<file path="config.mk">
export PLATFORM = sky130hd
export DESIGN_NAME = cache_tag_ctrl
export DESIGN_NICKNAME = d
export VERILOG_FILES = /design/src/rtl/cache_tag_pkg.sv /design/src/rtl/victim_lfsr.sv /design/src/rtl/cache_tag_store.sv /design/src/rtl/cache_stat_counters.sv /design/src/rtl/cache_tag_ctrl.sv
export SDC_FILE = /design/constraint.sdc
export NUM_CORES = 1
export LEC_CHECK = 0
export BUFFER_PORTS_ARGS = -buffer_cell sky130_fd_sc_hd__buf_2
export CELL_PAD_IN_SITES_DETAIL_PLACEMENT = 0
export CELL_PAD_IN_SITES_GLOBAL_PLACEMENT = 1
export CORE_UTILIZATION = 48
export CTS_BUF_LIST = sky130_fd_sc_hd__clkbuf_8
export CTS_CLUSTER_DIAMETER = 60
export DETAILED_ROUTE_END_ITERATION = 7
export PLACE_DENSITY_LB_ADDON = 0.1
export SLEW_MARGIN = 40
export SYNTH_ARGS = -nofsm -noshare
export SYNTH_HDL_FRONTEND = slang
export SYNTH_SLANG_ARGS = --single-unit
</file>
<file path="constraint.sdc">
create_clock -name clk -period 4.41 [get_ports clk]
set_input_delay 0.2205 -clock clk [delete_from_list [all_inputs] [get_ports clk]]
set_output_delay 0.2205 -clock clk [all_outputs]
set_load 0.01 [all_outputs]
</file>
<file path="src/rtl/cache_tag_pkg.sv">
package cache_tag_pkg;

    typedef enum logic [1:0] {
        ST_IDLE   = 2'd0,
        ST_LOOKUP = 2'd1,
        ST_WRBACK = 2'd2,
        ST_FILL   = 2'd3
    } ctl_state_t;

    localparam int          RNG_W    = 16;
    localparam logic [15:0] RNG_TAPS = 16'hB400;

endpackage

</file>
<file path="src/rtl/victim_lfsr.sv">
module victim_lfsr
    import cache_tag_pkg::*;
#(
    parameter logic [RNG_W-1:0] SEED = 16'hACE1
) (
    input  logic             clk,
    input  logic             rst,
    input  logic             step,
    output logic [RNG_W-1:0] rng_next
);

    logic [RNG_W-1:0] rng_q;

    always_comb begin
        rng_next = {1'b0, rng_q[RNG_W-1:1]};
        if (rng_q[0]) begin
            rng_next = rng_next ^ RNG_TAPS;
        end
    end

    always_ff @(posedge clk) begin
        if (rst) begin
            rng_q <= SEED;
        end else if (step) begin
            rng_q <= rng_next;
        end
    end

endmodule

</file>
<file path="src/rtl/cache_tag_store.sv">
module cache_tag_store #(
    parameter int SETS  = 4,
    parameter int WAYS  = 2,
    parameter int TAG_W = 28,
    parameter int IDX_W = 2,
    parameter int WAY_W = 1
) (
    input  logic             clk,
    input  logic             rst,
    input  logic [IDX_W-1:0] set_idx,
    input  logic [TAG_W-1:0] look_tag,
    output logic             hit,
    output logic [WAY_W-1:0] hit_way,
    input  logic [WAY_W-1:0] vic_way,
    output logic             vic_valid,
    output logic             vic_dirty,
    output logic [TAG_W-1:0] vic_tag,
    input  logic             mark_dirty,
    input  logic             fill_en,
    input  logic [WAY_W-1:0] fill_way,
    input  logic [TAG_W-1:0] fill_tag,
    input  logic             fill_dirty
);

    logic [TAG_W-1:0] tag_q   [SETS][WAYS];
    logic             valid_q [SETS][WAYS];
    logic             dirty_q [SETS][WAYS];
    logic [WAYS-1:0]  match;

    for (genvar w = 0; w < WAYS; w++) begin : g_match
        assign match[w] = valid_q[set_idx][w] && (tag_q[set_idx][w] == look_tag);
    end

    always_comb begin
        hit     = |match;
        hit_way = '0;
        for (int w = WAYS - 1; w >= 0; w--) begin
            if (match[w]) begin
                hit_way = WAY_W'(w);
            end
        end
    end

    assign vic_valid = valid_q[set_idx][vic_way];
    assign vic_dirty = dirty_q[set_idx][vic_way];
    assign vic_tag   = tag_q[set_idx][vic_way];

    always_ff @(posedge clk) begin
        if (rst) begin
            for (int s = 0; s < SETS; s++) begin
                for (int w = 0; w < WAYS; w++) begin
                    valid_q[s][w] <= 1'b0;
                    dirty_q[s][w] <= 1'b0;
                    tag_q[s][w]   <= '0;
                end
            end
        end else begin
            if (mark_dirty) begin
                dirty_q[set_idx][hit_way] <= 1'b1;
            end
            if (fill_en) begin
                valid_q[set_idx][fill_way] <= 1'b1;
                dirty_q[set_idx][fill_way] <= fill_dirty;
                tag_q[set_idx][fill_way]   <= fill_tag;
            end
        end
    end

endmodule

</file>
<file path="src/rtl/cache_stat_counters.sv">
module cache_stat_counters #(
    parameter int BYTES_W = 8,
    parameter int CNT_W   = 32
) (
    input  logic               clk,
    input  logic               rst,
    input  logic               acc_en,
    input  logic               acc_store,
    input  logic               acc_miss,
    input  logic [BYTES_W-1:0] acc_bytes,
    input  logic               wb_en,
    output logic [CNT_W-1:0]   rd_acc,
    output logic [CNT_W-1:0]   wr_acc,
    output logic [CNT_W-1:0]   rd_miss,
    output logic [CNT_W-1:0]   wr_miss,
    output logic [CNT_W-1:0]   rd_bytes,
    output logic [CNT_W-1:0]   wr_bytes,
    output logic [CNT_W-1:0]   wb_cnt
);

    localparam logic [CNT_W-1:0] ONE = CNT_W'(1);

    always_ff @(posedge clk) begin
        if (rst) begin
            rd_acc   <= '0;
            wr_acc   <= '0;
            rd_miss  <= '0;
            wr_miss  <= '0;
            rd_bytes <= '0;
            wr_bytes <= '0;
            wb_cnt   <= '0;
        end else begin
            if (acc_en && acc_store) begin
                wr_acc   <= wr_acc + ONE;
                wr_bytes <= wr_bytes + CNT_W'(acc_bytes);
                if (acc_miss) begin
                    wr_miss <= wr_miss + ONE;
                end
            end
            if (acc_en && !acc_store) begin
                rd_acc   <= rd_acc + ONE;
                rd_bytes <= rd_bytes + CNT_W'(acc_bytes);
                if (acc_miss) begin
                    rd_miss <= rd_miss + ONE;
                end
            end
            if (wb_en) begin
                wb_cnt <= wb_cnt + ONE;
            end
        end
    end

endmodule

</file>
<file path="src/rtl/cache_tag_ctrl.sv">
module cache_tag_ctrl
    import cache_tag_pkg::*;
#(
    parameter int          ADDR_W     = 32,
    parameter int          BYTES_W    = 8,
    parameter int          CNT_W      = 32,
    parameter int          SETS       = 4,
    parameter int          WAYS       = 2,
    parameter int          LINE_BYTES = 16,
    parameter logic [15:0] RNG_SEED   = 16'hACE1
) (
    input  logic               clk,
    input  logic               rst,
    input  logic               req_valid,
    output logic               req_ready,
    input  logic [ADDR_W-1:0]  req_addr,
    input  logic [BYTES_W-1:0] req_bytes,
    input  logic               req_store,
    output logic               resp_valid,
    output logic               resp_hit,
    output logic               mem_valid,
    output logic               mem_write,
    output logic [ADDR_W-1:0]  mem_addr,
    input  logic               mem_ack,
    output logic [CNT_W-1:0]   cnt_rd_acc,
    output logic [CNT_W-1:0]   cnt_wr_acc,
    output logic [CNT_W-1:0]   cnt_rd_miss,
    output logic [CNT_W-1:0]   cnt_wr_miss,
    output logic [CNT_W-1:0]   cnt_rd_bytes,
    output logic [CNT_W-1:0]   cnt_wr_bytes,
    output logic [CNT_W-1:0]   cnt_wb
);

    localparam int OFF_W = $clog2(LINE_BYTES);
    localparam int IDX_W = (SETS > 1) ? $clog2(SETS) : 1;
    localparam int WAY_W = (WAYS > 1) ? $clog2(WAYS) : 1;
    localparam int TAG_W = ADDR_W - OFF_W;

    initial begin
        if (SETS < 2 || (SETS & (SETS - 1)) != 0) $error("SETS must be a power of two, at least 2");
        if (LINE_BYTES < 8 || (LINE_BYTES & (LINE_BYTES - 1)) != 0) $error("LINE_BYTES must be a power of two, at least 8");
    end

    ctl_state_t         state_q, state_d;
    logic [TAG_W-1:0]   line_q;
    logic [BYTES_W-1:0] bytes_q;
    logic               store_q;
    logic [WAY_W-1:0]   vic_way_q;
    logic [TAG_W-1:0]   vic_tag_q;

    logic               lk_hit;
    logic [WAY_W-1:0]   lk_hit_way;
    logic               lk_vic_valid;
    logic               lk_vic_dirty;
    logic [TAG_W-1:0]   lk_vic_tag;
    logic [RNG_W-1:0]   rng_next;
    logic [WAY_W-1:0]   rng_way;
    logic [WAY_W-1:0]   sel_way;

    logic               accept;
    logic               miss_now;
    logic               mark_dirty;
    logic               fill_en;
    logic               wb_en;
    logic               acc_en;

    assign accept   = (state_q == ST_IDLE) && req_valid;
    assign miss_now = (state_q == ST_LOOKUP) && !lk_hit;
    assign rng_way  = WAY_W'(rng_next % RNG_W'(WAYS));
    assign sel_way  = miss_now ? rng_way : vic_way_q;

    victim_lfsr #(
        .SEED     (RNG_SEED)
    ) u_rng (
        .clk      (clk),
        .rst      (rst),
        .step     (miss_now),
        .rng_next (rng_next)
    );

    cache_tag_store #(
        .SETS       (SETS),
        .WAYS       (WAYS),
        .TAG_W      (TAG_W),
        .IDX_W      (IDX_W),
        .WAY_W      (WAY_W)
    ) u_tags (
        .clk        (clk),
        .rst        (rst),
        .set_idx    (line_q[IDX_W-1:0]),
        .look_tag   (line_q),
        .hit        (lk_hit),
        .hit_way    (lk_hit_way),
        .vic_way    (sel_way),
        .vic_valid  (lk_vic_valid),
        .vic_dirty  (lk_vic_dirty),
        .vic_tag    (lk_vic_tag),
        .mark_dirty (mark_dirty),
        .fill_en    (fill_en),
        .fill_way   (vic_way_q),
        .fill_tag   (line_q),
        .fill_dirty (store_q)
    );

    cache_stat_counters #(
        .BYTES_W   (BYTES_W),
        .CNT_W     (CNT_W)
    ) u_stats (
        .clk       (clk),
        .rst       (rst),
        .acc_en    (acc_en),
        .acc_store (store_q),
        .acc_miss  (!lk_hit),
        .acc_bytes (bytes_q),
        .wb_en     (wb_en),
        .rd_acc    (cnt_rd_acc),
        .wr_acc    (cnt_wr_acc),
        .rd_miss   (cnt_rd_miss),
        .wr_miss   (cnt_wr_miss),
        .rd_bytes  (cnt_rd_bytes),
        .wr_bytes  (cnt_wr_bytes),
        .wb_cnt    (cnt_wb)
    );

    // Next-state selection
    always_comb begin
        state_d = state_q;
        unique case (state_q)
            ST_IDLE: begin
                if (req_valid) state_d = ST_LOOKUP;
            end
            ST_LOOKUP: begin
                if (lk_hit) begin
                    state_d = ST_IDLE;
                end else if (lk_vic_valid && lk_vic_dirty) begin
                    state_d = ST_WRBACK;
                end else begin
                    state_d = ST_FILL;
                end
            end
            ST_WRBACK: begin
                if (mem_ack) state_d = ST_FILL;
            end
            ST_FILL: begin
                if (mem_ack) state_d = ST_IDLE;
            end
        endcase
    end

    // State and request registers
    always_ff @(posedge clk) begin
        if (rst) begin
            state_q   <= ST_IDLE;
            line_q    <= '0;
            bytes_q   <= '0;
            store_q   <= 1'b0;
            vic_way_q <= '0;
            vic_tag_q <= '0;
        end else begin
            state_q <= state_d;
            if (accept) begin
                line_q  <= req_addr[ADDR_W-1:OFF_W];
                bytes_q <= req_bytes;
                store_q <= req_store;
            end
            if (miss_now) begin
                vic_way_q <= rng_way;
                vic_tag_q <= lk_vic_tag;
            end
        end
    end

    // Outputs and strobes decoded from the state
    always_comb begin
        req_ready  = 1'b0;
        resp_valid = 1'b0;
        resp_hit   = 1'b0;
        mem_valid  = 1'b0;
        mem_write  = 1'b0;
        mem_addr   = {line_q, {OFF_W{1'b0}}};
        mark_dirty = 1'b0;
        fill_en    = 1'b0;
        wb_en      = 1'b0;
        acc_en     = 1'b0;
        unique case (state_q)
            ST_IDLE: begin
                req_ready = 1'b1;
            end
            ST_LOOKUP: begin
                acc_en = 1'b1;
                if (lk_hit) begin
                    resp_valid = 1'b1;
                    resp_hit   = 1'b1;
                    mark_dirty = store_q;
                end
            end
            ST_WRBACK: begin
                mem_valid = 1'b1;
                mem_write = 1'b1;
                mem_addr  = {vic_tag_q, {OFF_W{1'b0}}};
                wb_en     = mem_ack;
            end
            ST_FILL: begin
                mem_valid  = 1'b1;
                fill_en    = mem_ack;
                resp_valid = mem_ack;
            end
        endcase
    end

endmodule

</file>
## Word level (Yosys, flattened, before mapping)

Memories as Yosys holds them, arrays and structs flattened. A register that Yosys moved wholly into a read port is not among the register bits.
Index checks and enable logic that the tools add are counted.

| storage, ports and cells | value |
|---|---|
| register bits | 308 |
| bits in writable memories | 240 |
| input bits | 45 |
| output and inout bits | 261 |
| word-level logic and storage cells | 127 |
| memories | 3 |

| cells by class | value |
|---|---|
| add/sub/neg operators | 7 |
| order comparisons | 5 |
| equal/unequal tests | 8 |
| multiplexer cells | 63 |
| bitwise gates (word level) | 7 |
| reduce and logical (&&, ||, !) cells | 20 |

Memories:

| memory | words | bits a word | rd ports | clocked after Yosys merged registers in | write ports | line | source |
|---|---|---|---|---|---|---|---|
| u_tags.tag_q | 4 | 56 | 1 | 1 | 4 | cache_tag_store.sv:25 | `logic [TAG_W-1:0] tag_q [SETS][WAYS];` |
| u_tags.dirty_q | 4 | 2 | 1 | 1 | 4 | cache_tag_store.sv:27 | `logic dirty_q [SETS][WAYS];` |
| u_tags.valid_q | 4 | 2 | 1 | 1 | 4 | cache_tag_store.sv:26 | `logic valid_q [SETS][WAYS];` |

Operators with widths:

| kind | number |
|---|---|
| two-way mux 56 bit | 3 |
| adder 32 x 1 -> 32 bit, second input constant | 5 |
| two-way mux 28 bit | 4 |
| adder 32 x 8 -> 32 bit | 2 |
| == test 28 bit | 2 |
| OR reduction 56 bit | 1 |
| two-way mux 2 bit | 19 |
| two-way mux 32 bit | 1 |
| two-way mux 1 bit | 30 |
| demux 28 bit (select 1 bit) | 1 |
| two-way mux 16 bit | 1 |
| logical AND 1 bit | 9 |
| one-hot mux 2 bit (4 select lines) | 1 |
| OR reduction 2 bit | 4 |
| >= comparator 2 bit, second input constant | 3 |
| != test 2 bit, second input constant | 3 |
| inverter 1 -> 2 bit | 3 |
| == test 2 bit, second input constant | 2 |
| less-than comparator 2 x 1 -> 1 bit, second input constant | 2 |
| inverter 3 -> 4 bit | 1 |
| AND reduction 2 bit | 2 |
| AND reduction 3 bit | 1 |
| demux 1 bit (select 1 bit) | 2 |
| == test 2 x 1 -> 1 bit, second input constant | 1 |
| 5 further kinds | 7 |

## Longest topological paths before layout

Gate-level depths: netlist of run 1.

| depth | value |
|---|---|
| depth in word-level cells | 14 |
| mapped depth | 14 |
| depth with buffers taken out | 11 |

## Hierarchy

Synthesis of run 1 repeated with hierarchy kept, for this count alone.

| unflattened totals | value |
|---|---|
| cells, all modules | 2633 |
| area, all modules | 26908.3 um2 |

By module, submodules not included:

| module | times used | cells each | area each (um2) | sequential area each (um2) |
|---|---|---|---|---|
| cache_tag_store | 1 | 932 | 12525.8 | 7126.8 |
| cache_stat_counters | 1 | 1282 | 10761.6 | 4484.3 |
| cache_tag_ctrl | 1 | 347 | 2881.5 | 1361.3 |
| victim_lfsr | 1 | 72 | 739.5 | 320.3 |

## Least setup slack after synthesis of run 1

Ideal clock, no wire load.

| timing | value |
|---|---|
| path kind | register to register |
| from | register state_q[0] |
| to | memory u_tags.tag_q[3][28] in the netlist's numbering (enable) |
| library setup time | 0.452 ns |
| arrival time | 3.271 ns |
| data required time | 3.958 ns |
| setup slack | 0.687 ns |
| stages on the path, launching flop included | 7 |
| path buffers | 2 |
| period minus slack after synthesis | 3.723 ns |
| cell sequence | dfxtp_1 -> clkbuf_1 -> nand2_1 -> nor3b_1 -> nand2b_1 -> clkbuf_1 -> o21ai_0 |

RTL lines:

| what | line | source |
|---|---|---|
| from (decl) | cache_tag_ctrl.sv:44 | `ctl_state_t state_q, state_d;` |
| from (signal assigned) | cache_tag_ctrl.sv:160 | `state_q <= state_d;` |
| to (decl) | cache_tag_store.sv:25 |  |

==> results.md, run 1 <==
* Crit-path slowest cell: dfxtp_4
* Top cells by area, synth: edfxtp_1 26%, dfxtp_1 24%, a21oi_1 4.1%
* Die area at about 56000 sq um
* Crit end category: output pin
* Worst Path Buf+Inv at 3
* Area share of the largest cell type after synthesis at a little over a quarter
* Filler cell count in the final layout at roughly 4.8k
* Global-route wire length before repair at about 120 mm
* Non-filler instance count after layout at around 3.7k
* Layout cells sized above 1 at 20.9%
* P&R area growth vs syn at 16.5%
* Final HPWL DP at around 50 mm
* Final GP Congestion at just under 0.9
* Nets@finish at slightly below 3k
* Setup CP Type: reg2out
* Final Hold Fails at 0
* First drt pass iteration count at 5
* Tmin final at roughly 4.2 ns
* Post-synthesis cell count at ~2.6k
* MaxCap Viol Count at 0
* Slew at the pin with the worst max-slew slack at around 0.87 ns
* CP Cell Sequence: buf_4 -> buf_4 -> mux4_2 -> nand2b_1 -> o2111ai_1 -> nand4b_1 -> or4_1 -> o31ai_4 -> mux2i_1 -> nor2b_1 -> buf_2
* Flop2flop setup slack at between 0.6 and 0.7 ns
* 1st-iter DRT viols at 1829
* CTS Root Cell: clkbuf_8
* CTS Buf Count at 95
* Final setup fails at 0
* Post-synth EDFFs at 232
* Async S/R FF share, synth at 0%
* Hold WS at ~0.073 ns
* Placed inst area at 28500 sq um
* IO Pins at between 300 and 400
* Worst setup SP type: flip-flop
* Initial antenna violation count at 5
* Cell mode on critical path: buf_4
* Final Power at between 10 and 15 mW
* Place WS at around 0.59 ns
* Clock sink count at 550
* Synth area leader: edfxtp_1
* DRC at 0
* Antenna viol nets, final at 0
* Vias in the first global route at between 20k and 25k
* Post-Syn Area at 26400 sq um
* Post-DR vias/cell at between 5 and 6
* Post-synthesis sequential area ratio at between 50% and 60%
* Synthesized area per cell at between 10 and 15 sq um
* TritonCTS clock tree: yes
* Distinct cells, synth at 73
* Peak supply drop at approximately 0.00021 V
* Die X-Extent at 236 um
* Status: finished clean
* Rows at 85
* Fmax at about 240 MHz
* H-tree depth at 3
* Worst min-delay path class: in2reg
* Global route overflow at 0
* # port buffers at 297
* Multi-input gate area in the final layout at between 10000 and 15000 sq um
* Final period util at 95.5%
* CP Data Arrival Time at 3.99 ns
* Die Ht at around 240 um
* Cell leakage power at ~12 nW
* Critical Path RT at 4.19 ns
* CP Max Fanout at 20
* Reg clk slew, reported paths at ~0.060 ns
* Largest net degree at the start of global routing at 115
* Core area at roughly 54000 sq um
* Ys flop type: dfxtp_1
* CTS max path bufs at 3
* Critical path's top delay family: simple AND/OR/NAND/NOR gates
* Register Area at 13300 sq um
* Pwr dens at about 400 nW/um^2
* Synth cell count leaders: 318 x dfxtp_1, 284 x nand2_1, 232 x edfxtp_1
* Worst clock skew at 0.0333 ns
* Slew Viols, Final at 0
* GRT Total Usage at between 20% and 30%
* DRT Wirelength at 77.0 mm
* Most frequent cell after synthesis: dfxtp_1
* Via count at approximately 21k
* YS warnings at 0
* Final worst setup slack at between 0.15 and 0.2 ns
* Clock latency on the worst-skew pair at 0.70 ns
* Seq cells post-synth at 550
* Design Area, Final at 30700 sq um
* Placed insts at between 3k and 4k
* Post-CTS setup buffer count at 0
* CP peak stage delay at 0.59 ns
* Initial Utilization at around half
* Drt wl/cell at roughly 21 um
* Slew headroom at a little over two fifths
==> state kept, by name (all words and copies together) (netlist names), named ones only <==
name / flops
u_stats.wr_miss: 32
bytes_q: 8
vic_way_q: 1
u_tags.valid_q: 8
line_q: 28
vic_tag_q: 28
u_stats.wr_acc: 32
state_q: 1
u_stats.rd_bytes: 32
u_tags.dirty_q: 8
u_rng.rng_q: 16
u_stats.wr_bytes: 32
store_q: 1
u_stats.rd_acc: 32
u_stats.wb_cnt: 32
u_stats.rd_miss: 32
u_tags.tag_q: 224
==> layout make-up <==
| cell class | instances | share of cell area (%) |
|---|---|---|
| multi-input combinational | 1817 | 39.3 |
| clock buffer | 113 | 5.06 |
| inverter | 54 | 0.659 |
| timing repair buffer | 392 | 7.87 |
| clock inverter | 59 | 0.855 |
| sequential | 550 | 43.4 |
| antenna | 4 | 0.0326 |
| tap | 696 | 2.83 |
==> power by group <==
group / leakage [nW] / total [mW] / internal (mW) / switching (mW)
combinational: 6.11 / 1.99 / 0.724 / 1.27
sequential: 4.96 / 5.83 / 5.56 / 0.265
clock: 1.08 / 4.45 / 2.36 / 2.09
==> layer usage <==
metal,vias to the layer above,global-route usage (%),routed length (um)
met1,10460,37.6,34100
met4,0,8.58,1850
met5,-,0,0
li1,10044,-,-
met2,770,42.4,35200
met3,128,5.57,5890
==> through the flow <==
stage               setup TNS [ns]  util, %
floorplan                        0        -
global route              -0.00115     56.9
finish                           0     56.9
global placement                 0     52.7
detailed placement               0     52.7
CTS                              0     56.8
==> cells by family (layout without fill, tap and decap cells) <==
group                      count (synthesis)  count (layout)  share of synthesized area (%)
and+or+nand+nor                         1052            1052                           20.7
DFF                                      550             550                           50.6
AOI/OAI and AO/OA                        446             446                           10.9
buffers and inverters                    254             618                           4.17
muxes                                    149             149                           8.08
xor gates and xnor gates                 135             135                           4.48
adders and majority gates                 23              23                           1.15
other                                      1              16                         0.0142
==> placed cells by master, fill, tap and decap left out, types with 48 or more instances in the layout <==
cell type,count
mux2i_1,68
edfxtp_1,232
or4_1,58
nand2_1,283
o31ai_1,58
and3_1,103
xnor2_1,70
nor2_1,174
a21oi_1,216
dfxtp_1,316
nand3_1,77
inv_1,93
nand4_1,51
buf_2,296
clkbuf_8,113
mux4_2,48
and2_1,125
xor2_1,64
==> final timing paths <==
path / startpoint / to / cells past startpoint
worst max-delay path: flip-flop / resp_valid / 11
worst min register to register: u_tags.valid_q[3][0]$_DFF_P_ / u_tags.valid_q[3][0]$_DFF_P_ / 1
worst max register to register: flip-flop / u_stats.wr_miss[29]$_SDFFE_PP0P_ / 11
worst min-delay path: rst / u_stats.wr_bytes[0]$_SDFFE_PP0P_ / 2
==> timing repair <==
action / CTS / global route
resized for setup: 0 / 4
hold buffers: 38 / 0
endpoints found under the setup margin: 0 / 2
hold endpoints to repair: 40 / 0
Note: power is estimated with default switching activity, not from simulation.
==> run 2, diff against run 1 <==
Settings changed: GPL_TIMING_DRIVEN set to 0.
==> run 2 against run 1 <==
- clock power is 7.6% higher
- first-iteration DRC count rose by 7.9%
- sequential cell count unchanged
- worst setup slack worse by 0.13 ns
- global-route usage is 5.3 points higher
- combinational power increased by 20%
- register-to-register slack worse by 0.24 ns
- sequential share of layout area decreased by 1.4 points
- critical path type unchanged
==> results.md, run 2 (same netlist as run 1, synthesis figures left out) <==
* Status: finished clean
* Crit end category: output pin
* CTS max path bufs at 3
* Switch Pwr at between 3 and 4 mW
* Slew Viols, Final at 0
* Final setup fails at 0
* Cell leakage power at around 13 nW
* Fmax at about 230 MHz
* Slew headroom at about 36%
* Tmin final at around 4.3 ns
* CTS Root Cell: clkbuf_8
* Setup CP Type: reg2out
* Worst min-delay path class: in2reg
* Via count at ~23k
* Hold WS at between 0.2 and 0.3 ns
* DRT Wirelength at 91.5 mm
* IO Pins at around 310
* GRT met3 Usage at approximately 7.8%
* Worst clock skew at 0.0347 ns
* Antenna viol nets, final at 0
* Die area at 55900 sq um
* GRT Total Usage at ~32%
* Pwr dens at 407 nW/um^2
* Gate power share at between 10% and 20%
* First drt pass iteration count at 5
* Final HPWL DP at ~66 mm
* Met1 Use GR at a little under half
* MaxCap Viol Count at 0
* 1st-iter DRT viols at 1973
* Sw Ratio at a little under a third
* Post-DR vias/cell at approximately 6
* Clk network pwr share at 37.1%
* Peak supply drop at around 0.00029 V
* Global-route wire length before repair at 137 mm
* Sequential share of power at between 40% and 50%
* CP Max Fanout at 10
* Worst setup SP type: flip-flop
* CP Data Arrival Time at 4.12 ns
* Initial antenna violation count at 7
* P&R area growth vs syn at 20.4%
* Critical Path RT at approximately 4.2 ns
* Clock sink count at between 500 and 600
* Final GP Congestion at around 0.96
* Pint at around 9.0 mW
* Routing usage on met2 at about half
* TritonCTS clock tree: yes
* DRC at 0
* Die Ht at approximately 240 um
* Drt wl/cell at between 20 and 25 um
* H-tree depth at 3
* Global route overflow at 0
* Flop2flop setup slack at about 0.4 ns
* # port buffers at approximately 300
* Core area at between 50000 and 60000 sq um
* Nets@finish at between 3k and 4k
* Rows at 85
* Finished Core Util at 58.8%
* Setup TNS at 0 ns
* Layout cells sized above 1 at approximately a fifth
* Most common cell after layout, fill and taps aside: dfxtp_1
* CTS Buf Count at a little over 90
* Largest net degree at the start of global routing at 29
* Initial Utilization at 48.8%
* Die X-Extent at ~240 um
* Filler cell count in the final layout at 4787
* Slew at the pin with the worst max-slew slack at 0.958 ns
* Clock latency on the worst-skew pair at between 0.7 and 0.8 ns
* Flip-flop count of the largest register after layout at 224
* Final period util at 98.5%
* RSZ-0062 raised after global routing: no
* Reg clk slew, reported paths at 0.06 ns
* GRT busiest layer: met2
* Vias in the first global route at 21.8k
* Most frequent cells in the layout: 317 x dfxtp_1, 304 x buf_2, 284 x nand2_1, 232 x edfxtp_1, 216 x a21oi_1
* Largest Register: u_tags.tag_q
* Final Hold Fails at 0
## run 2: final cells by class
| class | count | area [sq um] | share of cell area (%) |
|---|---|---|---|
| Sequential cell | 550 | 13300 | 42.0 |
| Tap cell | 696 | 871 | 2.74 |
| Multi-Input combinational cell | 1817 | 12200 | 38.5 |
| Antenna cell | 4 | 10.0 | 0.0315 |
| Timing Repair Buffer | 353 | 2130 | 6.72 |
| Buffer | 200 | 1010 | 3.17 |
| Inverter | 54 | 203 | 0.638 |
| Clock inverter | 51 | 279 | 0.879 |
| Clock buffer | 122 | 1680 | 5.29 |
## run 2: metrics by stage
| step | power (mW) | setup slack [ns] | std cells | cell area [sq um] |
|---|---|---|---|---|
| CTS | 12.9 | 0.00598 | 3841 | 31600 |
| finish | 12.9 | 0.0674 | 3847 | 31800 |
| global placement | 8.00 | -1.85 | 3613 | 28800 |
| global route | 13.3 | 0.0550 | 3846 | 31800 |
| detailed placement | 8.05 | -0.0979 | 3625 | 29100 |
| floorplan | 7.15 | 0.687 | 2621 | 26400 |
## run 2: power by group through the flow
stage               logic [mW]  registers [mW]  clock network [mW]
floorplan                 1.36            5.79                   0
CTS                       2.31            5.72                4.85
global placement          2.18            5.82                   0
global route              2.52            5.75                5.08
detailed placement        2.23            5.82                   0
finish                    2.39            5.72                4.79
## run 2: metal layers
layer  up-vias  wire, um  part of all wire (%)
met5         -        12                 0.013
met4         2      2050                   2.2
met3       132      8810                   9.6
met2      1003     41500                    45
met1     11328     39200                    43
li1      10384         -                     -
## run 2: what timing repair did
action,4_1_cts,5_1_grt
gates resized for setup,35,21
setup endpoints to repair,2,2
hold buffers,38,0
endpoints found under the hold margin,41,0
buffers inserted,5,2
pin swaps,5,2
## run 2: path summary, 6_finish.rpt
check,cells after the start,start,to
setup / recovery,11,flip-flop,resp_hit
setup reg to reg,14,flip-flop,u_stats.rd_miss[2]$_SDFFE_PP0P_
hold / removal,4,req_addr[17],line_q[13]$_SDFFE_PP0P_
hold reg to reg,1,u_tags.valid_q[1][1]$_DFF_P_,u_tags.valid_q[1][1]$_DFF_P_
## run 2: critical path: stages, from the launching register on
cell	delay [ns]
dfxtp_2	0.33
buf_8	0.16
buf_12	0.19
mux4_2	0.56
xnor2_2	0.22
nand4_1	0.25
or4_4	0.62
buf_4	0.17
o31a_1	0.33
clkbuf_8	0.23
nor2_2	0.19
buf_2	0.17
